<file path="config.mk">
export PLATFORM = sky130hd
export DESIGN_NAME = smc_strap_ctrl
export DESIGN_NICKNAME = d
export VERILOG_FILES = /design/src/rtl/smc_pkg.sv /design/src/rtl/smc_bit_sync.sv /design/src/rtl/smc_rst_sync.sv /design/src/rtl/smc_mode_latch.sv /design/src/rtl/smc_pad_ctrl.sv /design/src/rtl/smc_strap_ctrl.sv
export SDC_FILE = /design/constraint.sdc
export NUM_CORES = 1
export LEC_CHECK = 0
export ABC_AREA = 1
export CAP_MARGIN = 20
export CORE_MARGIN = 2
export CORE_UTILIZATION = 30
export CTS_CLUSTER_SIZE = 16
export DETAILED_ROUTE_END_ITERATION = 7
export GPL_ROUTABILITY_DRIVEN = 0
export PLACE_DENSITY = 0.72
export SLEW_MARGIN = 20
export SYNTH_ARGS = -nofsm -noshare
export SYNTH_HDL_FRONTEND = slang
export SYNTH_SLANG_ARGS = --single-unit
</file>
<file path="constraint.sdc">
create_clock -name clk_i -period 1.05 [get_ports clk_i]
set_input_delay 0.21 -clock clk_i [delete_from_list [all_inputs] [get_ports clk_i]]
set_output_delay 0.21 -clock clk_i [all_outputs]
set_load 0.03 [all_outputs]
</file>
<file path="src/rtl/smc_pkg.sv">
package smc_pkg;

   typedef enum logic [1:0] {
      MODE_NORMAL   = 2'b00,
      MODE_BOARD    = 2'b01,
      MODE_INTERNAL = 2'b10,
      MODE_RESERVED = 2'b11
   } smc_mode_e;

   // Strap order: sync is the upper bit, serial data the lower bit.
   function automatic smc_mode_e smc_decode(input logic sync_v, input logic sdo_v);
      return smc_mode_e'({sync_v, sdo_v});
   endfunction

   // Fixed pad lanes ahead of the parameterised groups.
   localparam int unsigned LANE_BITCLK = 0;
   localparam int unsigned LANE_SDIN   = 1;
   localparam int unsigned FIXED_LANES = 4;

endpackage

</file>
<file path="src/rtl/smc_bit_sync.sv">
module smc_bit_sync #(
   parameter int unsigned WIDTH  = 2,
   parameter int unsigned STAGES = 2
) (
   input  logic             clk_i,
   input  logic [WIDTH-1:0] d_i,
   output logic [WIDTH-1:0] q_o
);
   if (STAGES < 2) begin : g_bad_stages
      $error("smc_bit_sync: STAGES must be at least 2");
   end
   if (WIDTH < 1) begin : g_bad_width
      $error("smc_bit_sync: WIDTH must be at least 1");
   end

   // One flop chain per strap bit. No reset, so the straps keep
   // flowing while the block is held in reset.
   for (genvar b = 0; b < WIDTH; b++) begin : g_bit
      logic [STAGES-1:0] chain_q;
      always_ff @(posedge clk_i) begin
         chain_q <= {chain_q[STAGES-2:0], d_i[b]};
      end
      assign q_o[b] = chain_q[STAGES-1];
   end
endmodule

</file>
<file path="src/rtl/smc_rst_sync.sv">
module smc_rst_sync #(
   parameter int unsigned STAGES = 2
) (
   input  logic clk_i,
   input  logic rst_ni,
   output logic rel_no
);
   if (STAGES < 2) begin : g_bad_stages
      $error("smc_rst_sync: STAGES must be at least 2");
   end

   logic [STAGES-1:0] ff_q;

   // Asserted asynchronously, released in step with the clock.
   always_ff @(posedge clk_i or negedge rst_ni) begin
      if (!rst_ni) ff_q <= '0;
      else         ff_q <= {ff_q[STAGES-2:0], 1'b1};
   end

   assign rel_no = ff_q[STAGES-1];
endmodule

</file>
<file path="src/rtl/smc_mode_latch.sv">
module smc_mode_latch
   import smc_pkg::*;
(
   input  logic      clk_i,
   input  logic      rst_ni,
   input  logic      rel_ni,
   input  logic      sync_s_i,
   input  logic      sdo_s_i,
   output smc_mode_e mode_o,
   output logic      locked_o
);
   smc_mode_e mode_q;
   logic      locked_q;

   // The capture happens on the first edge that sees the synchronised
   // release. After that the lock flag stops any further load until
   // the next cold reset.
   always_ff @(posedge clk_i or negedge rst_ni) begin
      if (!rst_ni) begin
         mode_q   <= MODE_NORMAL;
         locked_q <= 1'b0;
      end else if (rel_ni && !locked_q) begin
         mode_q   <= smc_decode(sync_s_i, sdo_s_i);
         locked_q <= 1'b1;
      end
   end

   assign mode_o   = mode_q;
   assign locked_o = locked_q;
endmodule

</file>
<file path="src/rtl/smc_pad_ctrl.sv">
module smc_pad_ctrl
   import smc_pkg::*;
#(
   parameter int unsigned     N_OUT        = 8,
   parameter int unsigned     N_PU         = 10,
   parameter int unsigned     N_NC         = 3,
   parameter logic [N_OUT-1:0] NORMAL_OE   = '1,
   parameter logic [N_PU-1:0]  NORMAL_PU   = '1,
   parameter bit              RESERVED_HIZ = 1'b1
) (
   input  smc_mode_e        mode_i,
   output logic [N_OUT-1:0] pad_oe_o,
   output logic [N_PU-1:0]  pad_pu_en_o,
   output logic [N_NC-1:0]  nc_oe_o
);
   logic release_pads;

   // The variant is chosen by parameter: whether the reserved code
   // also floats the pads.
   if (RESERVED_HIZ) begin : g_res_hiz
      assign release_pads = (mode_i == MODE_BOARD) || (mode_i == MODE_RESERVED);
   end else begin : g_res_drive
      assign release_pads = (mode_i == MODE_BOARD);
   end

   for (genvar i = 0; i < N_OUT; i++) begin : g_oe
      assign pad_oe_o[i] = NORMAL_OE[i] & ~release_pads;
   end

   for (genvar j = 0; j < N_PU; j++) begin : g_pu
      assign pad_pu_en_o[j] = NORMAL_PU[j] & ~release_pads;
   end

   // The no-connect pins are inputs only.
   assign nc_oe_o = '0;
endmodule

</file>
<file path="src/rtl/smc_strap_ctrl.sv">
module smc_strap_ctrl
   import smc_pkg::*;
#(
   parameter int unsigned N_GPIO       = 2,
   parameter int unsigned N_CID        = 2,
   parameter int unsigned N_NC         = 3,
   parameter int unsigned SYNC_STAGES  = 2,
   parameter int unsigned RST_STAGES   = 2,
   parameter logic [N_GPIO+N_CID+3:0] NORMAL_OE = '1,
   parameter logic [N_GPIO+N_CID+5:0] NORMAL_PU = '1,
   parameter bit          RESERVED_HIZ = 1'b1
) (
   input  logic                     clk_i,
   input  logic                     rst_ni,
   input  logic                     sync_strap_i,
   input  logic                     sdo_strap_i,
   output logic [1:0]               mode_o,
   output logic [N_GPIO+N_CID+3:0]  pad_oe_o,
   output logic [N_GPIO+N_CID+5:0]  pad_pu_en_o,
   output logic [N_NC-1:0]          nc_oe_o
);
   localparam int unsigned N_OUT      = N_GPIO + N_CID + FIXED_LANES;
   localparam int unsigned N_PU       = N_OUT + 2;
   localparam int unsigned LANE_GPIO0 = 2;
   localparam int unsigned LANE_CID0  = LANE_GPIO0 + N_GPIO;
   localparam int unsigned LANE_AMPPD = LANE_CID0 + N_CID;
   localparam int unsigned LANE_SPDO  = LANE_AMPPD + 1;

   if (N_GPIO < 1 || N_CID < 1 || N_NC < 1) begin : g_bad_counts
      $error("smc_strap_ctrl: pin group counts must be at least 1");
   end
   if (LANE_SPDO != N_OUT - 1 || LANE_BITCLK != 0 || LANE_SDIN != 1) begin : g_bad_map
      $error("smc_strap_ctrl: pad lane map inconsistent");
   end

   logic [1:0] strap_s;
   logic       rel_n;
   logic       locked;
   smc_mode_e  mode;

   smc_bit_sync #(
      .WIDTH  (2),
      .STAGES (SYNC_STAGES)
   ) u_strap_sync (
      .clk_i (clk_i),
      .d_i   ({sync_strap_i, sdo_strap_i}),
      .q_o   (strap_s)
   );

   smc_rst_sync #(
      .STAGES (RST_STAGES)
   ) u_rst_sync (
      .clk_i  (clk_i),
      .rst_ni (rst_ni),
      .rel_no (rel_n)
   );

   smc_mode_latch u_latch (
      .clk_i    (clk_i),
      .rst_ni   (rst_ni),
      .rel_ni   (rel_n),
      .sync_s_i (strap_s[1]),
      .sdo_s_i  (strap_s[0]),
      .mode_o   (mode),
      .locked_o (locked)
   );

   smc_pad_ctrl #(
      .N_OUT        (N_OUT),
      .N_PU         (N_PU),
      .N_NC         (N_NC),
      .NORMAL_OE    (NORMAL_OE),
      .NORMAL_PU    (NORMAL_PU),
      .RESERVED_HIZ (RESERVED_HIZ)
   ) u_pads (
      .mode_i      (mode),
      .pad_oe_o    (pad_oe_o),
      .pad_pu_en_o (pad_pu_en_o),
      .nc_oe_o     (nc_oe_o)
   );

   assign mode_o = mode;
endmodule

</file>
==> run_results.csv <==
group,metric,value,unit
global_routing,grt_pass1_vias,195,
placement,io_buffers,23,
timing,final.setup.worst_slack,-204.8,ps
finish,finalNonFillerCells,68,
worst_setup_path,critPathArrivalTime,1040,ps
worst_setup_path,path_cells,"clkinvlp_4 > buf_4",
timing,min_period,1255,ps
drt,drc,0,
clocking,cts_made_buffers,3,
synthesis,synthCells,41,
timing,period_share,119.5,%
synthesis,synthMostInstantiatedCell,"buf_4",
floorplan,dieArea,1661,um2
clocking,clock_path_buffers,2,
global_routing,grt_first_pass_wirelength,745,um
finish,insertedDiodeCount,0,
worst_setup_path,cp_data_required_time,840,ps
clocking,hold_buffers,0,
drt,vias_per_cell,3.882,
min_path,hp-class,"in -> async",
placement,dp_hpwl,375.1,um
synthesis,synth_cell_types,9,
synthesis,async_flop_share,55.56,%
finish,area.growth.synth_to_final,28.09,%
worst_setup_path,slowest_delay,420,ps
timing,skew,4.498,ps
finish,final_area,519.2,um2
worst_setup_path,crit_buf_inv,2,
floorplan,fp.dieH,40.76,um
synthesis,synth_edf_count,0,
global_routing,grt_antenna_before_repair,0,
worst_setup_path,cp_top_family,"flip-flops",
worst_setup_path,cpMaxStageDelayCell,"dfrtp_2",
worst_setup_path,crit_type,"reg -> out",
clocking,cts-htree-levels,1,
floorplan,start_util,31.55,%
global_routing,grt_use_total,7.648,%
power,leakagePower,0.2602,nW
power,vdd_drop_max,930.1,uV
placement,post-place-ws,-17.84,ps
status,status,"finished with violations",
timing,setup_viol,19,
drt,drt_iter0_drc,5,
power,power,1.771,mW
timing,rsz0062_at_grt,"true",
finish,regArea,206.4,um2
synthesis,synth_top_area_share,37.04,%
synthesis,ys_top_cells_by_count,"buf_4 (20), dfrtp_1 (5), nand2_1 (5)",
floorplan,io_pins,27,
drt,via_count,264,
job,maxCapViolCount,0,
synthesis,ys.flop_type,"dfrtp_1",
synthesis,synth.area.top_cells,"buf_4 (37%), dfrtp_1 (31%), dfxtp_1 (20%)",
timing,fmaxAchievable,796.9,MHz
drt,wl_met2,237,um
drt,dr.pass1.iters,2,
synthesis,ys_seq_area_share,50.62,%
timing,slew_violations,0,
timing,tns,-3737,ps
drt,dr.max_layer_used,"met3",
finish,fin_util,40.41,%
status,violations,"negative setup slack",
worst_setup_path,critPathMaxFanout,9,
synthesis,synth_largest_area_cell,"buf_4",
drt,wl_met3,108,um
clocking,cts_tree,"built",
worst_setup_path,endpoint_kind,"output port",
finish,multiInputGateArea,50.05,um2
floorplan,core.rowCount,13,
drt,routed_wl,498,um
drt,ant_nets,0,
synthesis,syn_area,405.4,um2
synthesis,synth_area_per_cell,9.888,um2
floorplan,core-area,1285,um2
global_routing,grt_overflow,0,
drt,drt-met1-wl,152,um
finish,drive_above_1_share,56.60,%
worst_setup_path,start_kind,"flip-flop",
synthesis,ys_warn_count,0,
synthesis,ys_seq_elements,9,
drt,avgRoutedWirePerCell,7.324,um
power,power_density,3411,nW/um2
timing,hold_violations,0,
timing,whs,164.0,ps
global_routing,grt_max_degree,10,
floorplan,die_w,40.76,um
clocking,cts.sinks,9,
finish,nets,58,
finish,fillers,126,
placement,place_area,474.2,um2
placement,dp_cells,62,
clocking,clk_pin_slew_worst_paths,60,ps
clocking,insertion_delay,250,ps
clocking,cts_root_buffer,"clkbuf_4",
## path summary, 6_finish.rpt
check                                                 startpoint                               end  slack (ps)  cells after the start
min in group clk_i              u_strap_sync.g_bit[0].chain_q[0]  u_strap_sync.g_bit[0].chain_q[1]         320                      0
worst min register to register  u_strap_sync.g_bit[0].chain_q[0]  u_strap_sync.g_bit[0].chain_q[1]         320                      0
worst max-delay path                           u_latch.mode_o[0]                    pad_pu_en_o[8]        -200                      2
worst min-delay path                                      rst_ni                  u_latch.locked_o         160                      1
max in group asynchronous                                 rst_ni                 u_latch.mode_o[0]         690                      1
worst max register to register                 u_latch.mode_o[0]                 u_latch.mode_o[0]         260                      3
## logic make-up after synthesis
kind of cell / count (synthesis) / share of synthesized area (%)
buffers and inverters: 22 / 38.89
AND/OR/NAND/NOR: 8 / 8.644
other: 2 / 1.853
flip-flops: 9 / 50.62
## sequential cells by signal, summed over array words and instances, names as in the netlist
register / cells
u_latch.mode_o: 2
u_rst_sync.ff_q: 2
u_strap_sync.g_bit.chain_q: 4
u_latch.locked_o: 1
## final cells by class
cell class | instances | area share (%)
Timing Repair Buffer | 25 | 38.31
Clock buffer | 4 | 5.060
Tap cell | 15 | 3.614
Inverter | 2 | 2.169
Timing Repair inverter | 1 | 1.446
Multi-Input combinational cell | 12 | 9.639
Sequential cell | 9 | 39.76
## per-layer routing
layer	vias up	global-route usage (%)
li1	122	-
met3	0	6.522
met5	-	0
met4	0	2.500
met2	27	13.89
met1	115	5.743
## placed cells by master (no fill, tap or decap), drive strengths merged
| cell type | synthesis | routed |
|---|---|---|
| buf | 20 | 22 |
| nand2 | 6 | 6 |
| dfrtp | 5 | 5 |
| conb | 2 | 4 |
| dfxtp | 4 | 4 |
| clkbuf | 0 | 4 |
| clkdlybuf4s50 | 0 | 3 |
| nand3 | 2 | 2 |
| clkinvlp | 0 | 2 |
| inv | 2 | 1 |
## power by group
part | internal (mW) | switching, mW
clock network | 0.146 | 0.112
registers | 0.388 | 0.0337
logic | 0.379 | 0.713
total | 0.913 | 0.858
## timing repair
| action | in CTS | in global routing |
|---|---|---|
| setup buffers | 0 | 1 |
| endpoints found under the setup margin | 19 | 20 |
| resized for setup | 2 | 0 |
| gates cloned | 1 | 0 |
Power figures use the tool's default switching activity.
